File: config.mk
export PLATFORM = sky130hd
export DESIGN_NAME = cmp_toggle_gen
export DESIGN_NICKNAME = d
export VERILOG_FILES = /design/src/rtl/cmp_pkg.sv /design/src/rtl/cmp_free_counter.sv /design/src/rtl/cmp_channel.sv /design/src/rtl/cmp_toggle_gen.sv
export SDC_FILE = /design/constraint.sdc
export NUM_CORES = 1
export LEC_CHECK = 0
export ABC_AREA = 1
export CORE_MARGIN = 1.5
export CORE_UTILIZATION = 55
export DETAILED_ROUTE_END_ITERATION = 7
export HOLD_SLACK_MARGIN = 0.03
export PLACE_DENSITY_LB_ADDON = 0.12
export RECOVER_POWER = 100
export SETUP_SLACK_MARGIN = 0.15
export SLEW_MARGIN = 20
export SYNTH_ARGS = -nofsm -noshare
export SYNTH_HDL_FRONTEND = slang
export SYNTH_SLANG_ARGS = --single-unit
File: constraint.sdc
create_clock -name clk_i -period 2.24 [get_ports clk_i]
set_input_delay 0.224 -clock clk_i [delete_from_list [all_inputs] [get_ports clk_i]]
set_output_delay 0.224 -clock clk_i [all_outputs]
set_load 0.005 [all_outputs]
File: src/rtl/cmp_pkg.sv
package cmp_pkg;
  localparam int unsigned BYTE_W = 8;

  typedef struct packed {
    logic lo;
    logic hi;
  } byte_wr_t;
endpackage

File: src/rtl/cmp_free_counter.sv
module cmp_free_counter #(
  parameter int unsigned W = 16
) (
  input  logic         clk_i,
  input  logic         rst_ni,
  input  logic         tick_i,
  output logic [W-1:0] cnt_o
);
  logic [W-1:0] cnt_q;

  always_ff @(posedge clk_i or negedge rst_ni) begin
    if (!rst_ni)     cnt_q <= '0;
    else if (tick_i) cnt_q <= cnt_q + 1'b1;
  end

  assign cnt_o = cnt_q;


  cnt_wrap_chk: assert property (@(posedge clk_i) disable iff (!rst_ni)
    (tick_i && cnt_q == {W{1'b1}}) |=> (cnt_q == '0));

  cnt_hold_chk: assert property (@(posedge clk_i) disable iff (!rst_ni)
    !tick_i |=> $stable(cnt_q));
endmodule

File: src/rtl/cmp_channel.sv
module cmp_channel
  import cmp_pkg::*;
#(
  parameter int unsigned W = 16
) (
  input  logic              clk_i,
  input  logic              rst_ni,
  input  logic              tick_i,
  input  logic [W-1:0]      cnt_i,
  input  logic              en_i,
  input  logic [W-1:0]      incr_i,
  input  byte_wr_t          wr_i,
  input  logic [BYTE_W-1:0] wr_data_i,
  input  logic              flag_clr_i,
  output logic              wave_o,
  output logic              flag_o
);
  localparam int unsigned HI_W = W - BYTE_W;

  logic [W-1:0] cmp_q;
  logic         wave_q, flag_q, lock_q;
  logic         wr_any, hit;

  assign wr_any = wr_i.lo | wr_i.hi;
  assign hit    = tick_i & en_i & ~lock_q & ~wr_any & (cnt_i == cmp_q);

  // compare value deliberately has no reset
  always_ff @(posedge clk_i) begin
    if (wr_any) begin
      if (wr_i.lo) cmp_q[BYTE_W-1:0] <= wr_data_i;
      if (wr_i.hi) cmp_q[W-1:BYTE_W] <= wr_data_i[HI_W-1:0];
    end else if (hit) begin
      cmp_q <= cmp_q + incr_i;
    end
  end

  always_ff @(posedge clk_i or negedge rst_ni) begin
    if (!rst_ni) begin
      lock_q <= 1'b0;
      wave_q <= 1'b0;
      flag_q <= 1'b0;
    end else begin
      if (wr_i.hi)      lock_q <= 1'b0;
      else if (wr_i.lo) lock_q <= 1'b1;
      if (hit) begin
        wave_q <= ~wave_q;
        flag_q <= 1'b1;
      end else if (flag_clr_i) begin
        flag_q <= 1'b0;
      end
    end
  end

  assign wave_o = wave_q;
  assign flag_o = flag_q;


  wave_gate_chk: assert property (@(posedge clk_i) disable iff (!rst_ni)
    (!tick_i || !en_i) |=> $stable(wave_q));

  lock_hold_chk: assert property (@(posedge clk_i) disable iff (!rst_ni)
    lock_q |=> $stable(wave_q));

  flag_sticky_chk: assert property (@(posedge clk_i) disable iff (!rst_ni)
    (flag_q && !flag_clr_i) |=> flag_q);

  toggle_flags_chk: assert property (@(posedge clk_i) disable iff (!rst_ni)
    (wave_q != $past(wave_q)) |-> flag_q);
endmodule

File: src/rtl/cmp_toggle_gen.sv
module cmp_toggle_gen
  import cmp_pkg::*;
#(
  parameter int unsigned CNT_W = 16,
  parameter int unsigned N_CH  = 2
) (
  input  logic                  clk_i,
  input  logic                  rst_ni,
  input  logic                  tick_i,
  input  logic [N_CH-1:0]       en_i,
  input  logic [N_CH*CNT_W-1:0] incr_i,
  input  logic [N_CH-1:0]       wr_lo_i,
  input  logic [N_CH-1:0]       wr_hi_i,
  input  logic [BYTE_W-1:0]     wr_data_i,
  input  logic [N_CH-1:0]       flag_clr_i,
  output logic [CNT_W-1:0]      cnt_o,
  output logic [N_CH-1:0]       wave_o,
  output logic [N_CH-1:0]       flag_o
);
  logic [CNT_W-1:0] cnt;

  cmp_free_counter #(.W(CNT_W)) u_cnt (
    .clk_i  (clk_i),
    .rst_ni (rst_ni),
    .tick_i (tick_i),
    .cnt_o  (cnt)
  );

  for (genvar c = 0; c < N_CH; c++) begin : g_ch
    byte_wr_t wr;
    assign wr.lo = wr_lo_i[c];
    assign wr.hi = wr_hi_i[c];

    cmp_channel #(.W(CNT_W)) u_ch (
      .clk_i      (clk_i),
      .rst_ni     (rst_ni),
      .tick_i     (tick_i),
      .cnt_i      (cnt),
      .en_i       (en_i[c]),
      .incr_i     (incr_i[CNT_W*c +: CNT_W]),
      .wr_i       (wr),
      .wr_data_i  (wr_data_i),
      .flag_clr_i (flag_clr_i[c]),
      .wave_o     (wave_o[c]),
      .flag_o     (flag_o[c])
    );
  end

  assign cnt_o = cnt;
endmodule

==> impl_metrics.json <==
{
  "period_minus_slack_ps": 2010,
  "status": "finished, final reports clean",
  "synthesis.nets": 769,
  "slowest_delay_ps": 430,
  "hold_viol": 0,
  "power-per-cell-area_mw_per_mm2": 599,
  "grt_max_degree": 23,
  "crit_path_top_delay_cell": "sky130_fd_sc_hd__edfxtp_1",
  "cell_area_after_technology_mapping_sq_mm": 0.00464,
  "antenna_found_initial": 0,
  "grt_util_all_layers_pct": 28.2,
  "proportion_of_register_bits_with_asynchronous_set_or_reset_after_synthesis_pct": 40.7,
  "synth.top_cell.area_share_pct": 20.7,
  "initial_utilization_pct": 56.8,
  "fin_worst_skew_ps": 12.0,
  "min-delay-start": "flag_clr_i[1]",
  "max-clock-path-buffers": 2,
  "yosysMostFrequentCell": "sky130_fd_sc_hd__nand2_1",
  "final_antenna_net_count": 0,
  "seq_power_share_pct": 44.0,
  "worst_setup_path_end_kind": "register",
  "cts_root_buffer": "sky130_fd_sc_hd__clkbuf_8",
  "setup-violations-final": 0,
  "tritoncts": "yes",
  "fp-row-count": 33,
  "yosys-top-cells-count": "sky130_fd_sc_hd__nand2_1, sky130_fd_sc_hd__inv_1, sky130_fd_sc_hd__nor2_1",
  "ys_top_cells_by_area": "sky130_fd_sc_hd__edfxtp_1, sky130_fd_sc_hd__nand2_1, sky130_fd_sc_hd__dfrtp_1",
  "clk_latency_ps": 310,
  "part_of_the_yosys_area_used_for_sequential_elements_pct": 32.6,
  "postLayoutCellArea_sq_mm": 0.00550,
  "final.period_utilization_pct": 89.9,
  "static-leakage-power_nw": 2.94,
  "avgRoutedWirePerCell_um": 14.1,
  "drc_errors": 0,
  "routed_wirelength_um": 12200,
  "design.final.nets": 841,
  "post_synth_inst_count": 685,
  "rsz0062_at_grt": "yes",
  "comb_power_share_pct": 38.8,
  "dr_wl_met3_um": 750,
  "first_pass_grt_wire_length_um": 19200,
  "port-buffer-count": 70,
  "count_of_inserted_antenna_diode_cells": 0,
  "number_of_clock_buffers_inserted_by_tritoncts": 5,
  "rr_startpoint": "g_ch[1].u_ch.cmp_q[0]",
  "hp-class": "input pin to register",
  "cp.required_ps": 2310,
  "via_per_inst": 5.17,
  "fmax_mhz": 497,
  "final_sum_of_negative_setup_slack_ps": 0,
  "cts.clk_slew.worst_paths_ps": 100,
  "yosysTopAreaCell": "sky130_fd_sc_hd__edfxtp_1",
  "nFillCells": 736,
  "detailedPlacementHpwl_um": 10200,
  "relSlewSlack_pct": 20.6,
  "top_signal_layer_used": "met4",
  "ys_seq_elements": 54,
  "ios": 71,
  "drv_cap": 0,
  "yosys.cell_types.count": 28,
  "dieArea_sq_mm": 0.00900,
  "timing.critical_path.mode_cell": "sky130_fd_sc_hd__nand2_1",
  "cellInternalPower_mw": 2.00,
  "grt_pass1_vias": 4088,
  "cell_by_cell_listing_of_the_critical_path": "ha_1 > fa_1 > nand2_1 > nand2_1 > and2_1 > nand2_1 > nand3_1 > nor2_1 > o21ai_0",
  "met2WireLength_um": 5710,
  "max-vdd-ir-drop_v": 0.000340,
  "arrival_ps": 2080,
  "post_route_cells_drive_above_1_share_pct": 2.77,
  "total_power_mw": 3.30,
  "slew_viol_final": 0,
  "met1_routed_wirelength_after_detailed_routing_um": 5430,
  "switching_share_pct": 39.2,
  "clock_sink_count": 54,
  "postSynthAreaPerCell_sq_um": 6.77,
  "dieWidth_um": 94.9,
  "startpoint_kind_of_the_worst_setup_timing_path": "register",
  "power_frac_clock_pct": 17.2,
  "critical_path_class": "register to register",
  "globalRouteOverflowTotal": 0,
  "core_area_sq_mm": 0.00818,
  "critical_path_peak_fanout": 3,
  "firstDrtPassIters": 5,
  "yosysWarnings": 0,
  "ys_dominant_reg_cell": "sky130_fd_sc_hd__edfxtp_1",
  "startpoint": "g_ch[1].u_ch.cmp_q[0]",
  "gp_routability_congestion": 0.927,
  "syn2layout_area_growth_pct": 18.6,
  "starting_drt_drc_count": 218,
  "via_count": 4460,
  "net-switching-power_mw": 1.29,
  "synth_enable_flop_cells": 32,
  "worstMarginPinSlew_ps": 1190,
  "h_tree_depth_reported_by_cts": 2,
  "die-height_um": 94.9,
  "detailed_place.area_sq_mm": 0.00544
}
[layout make-up]
class                           instances  area, sq um  share of cell area (%)
Tap cell                              105          131                    2.39
Clock buffer                            6         76.3                    1.39
Sequential cell                        54         1510                    27.5
Multi-Input combinational cell        505         2600                    47.2
Inverter                              113          424                    7.71
Clock inverter                          2         13.8                   0.250
Timing Repair Buffer                   78          746                    13.6
[state kept, by name (all words and copies together), names as in the netlist]
name,cells
g_ch.u_ch.cmp_q,32
g_ch.u_ch.flag_o,2
g_ch.u_ch.lock_q,2
g_ch.u_ch.wave_o,2
u_cnt.cnt_o,16
[stage by stage]
stage	setup slack, ps	util (%)	instances	hold WS (ps)
floorplan	426	-	685	-71.6
global placement	85.3	66.5	853	483
detailed placement	26.2	66.5	853	484
CTS	194	67.6	861	266
global route	77.2	67.3	863	485
finish	227	67.3	863	467
[logic make-up after synthesis]
group	after synthesis	share of synthesized area [%]
flip-flops	54	32.6
AND/OR/NAND/NOR	388	34.9
buffers and inverters	126	10.9
adder cells (fa/ha/maj)	33	9.22
AO/OA/AOI/OAI	43	4.64
multiplexers	1	0.243
XOR/XNOR	40	7.55
[power groups by stage]
| stage | clock network [mW] | registers [mW] | logic [mW] |
|---|---|---|---|
| floorplan | 0 | 1.35 | 0.925 |
| global placement | 0 | 1.47 | 1.27 |
| detailed placement | 0 | 1.47 | 1.32 |
| CTS | 0.565 | 1.45 | 1.32 |
| global route | 0.607 | 1.46 | 1.45 |
| finish | 0.565 | 1.45 | 1.28 |
[worst max-delay path: cells and delay by family (launching register included)]
family                   cells  cell delay (ps)
flip-flops                   1              430
adder cells (fa/ha/maj)      2              660
AND/OR/NAND/NOR              6              590
AO/OA/AOI/OAI                1               90
[per-layer routing]
| layer | vias up | track usage [%] |
|---|---|---|
| li1 | 2283 | - |
| met1 | 1996 | 38.4 |
| met5 | - | 0 |
| met4 | 0 | 8.58 |
| met3 | 26 | 2.98 |
| met2 | 155 | 46.8 |
[placed cells by master, fill, tap and decap left out, drive strengths merged]
| cell | count |
|---|---|
| o21ai | 19 |
| buf | 4 |
| nand2 | 258 |
| fa | 2 |
| dfrtp | 22 |
| and2 | 2 |
| dlygate4sd3 | 24 |
| xor2 | 35 |
| mux2 | 1 |
| clkdlybuf4s50 | 46 |
| nor3 | 15 |
| nand4 | 5 |
| a21oi | 24 |
| xnor2 | 5 |
| clkinv | 2 |
| edfxtp | 32 |
| nor2 | 60 |
| ha | 31 |
| or2 | 2 |
| nand3 | 42 |
| nand3b | 4 |
| inv | 113 |
| clkbuf | 10 |
[timing repair]
| item | in CTS | in global routing |
|---|---|---|
| resized for setup | 0 | 3 |
| endpoints found under the setup margin | 0 | 25 |
| hold buffers | 0 | 0 |
| setup buffers | 0 | 2 |
[final timing paths]
path	to	depth (start not counted)	slack [ps]
setup / recovery	g_ch[1].u_ch.cmp_q[8]	9	230
hold / removal	g_ch[1].u_ch.flag_o	2	470
setup reg to reg	g_ch[1].u_ch.cmp_q[8]	9	230
hold reg to reg	g_ch[1].u_ch.wave_o	2	500
max in group asynchronous	u_cnt.cnt_o[6]	2	870
min in group asynchronous	u_cnt.cnt_o[14]	2	670
(Power assumes the default switching activity.)
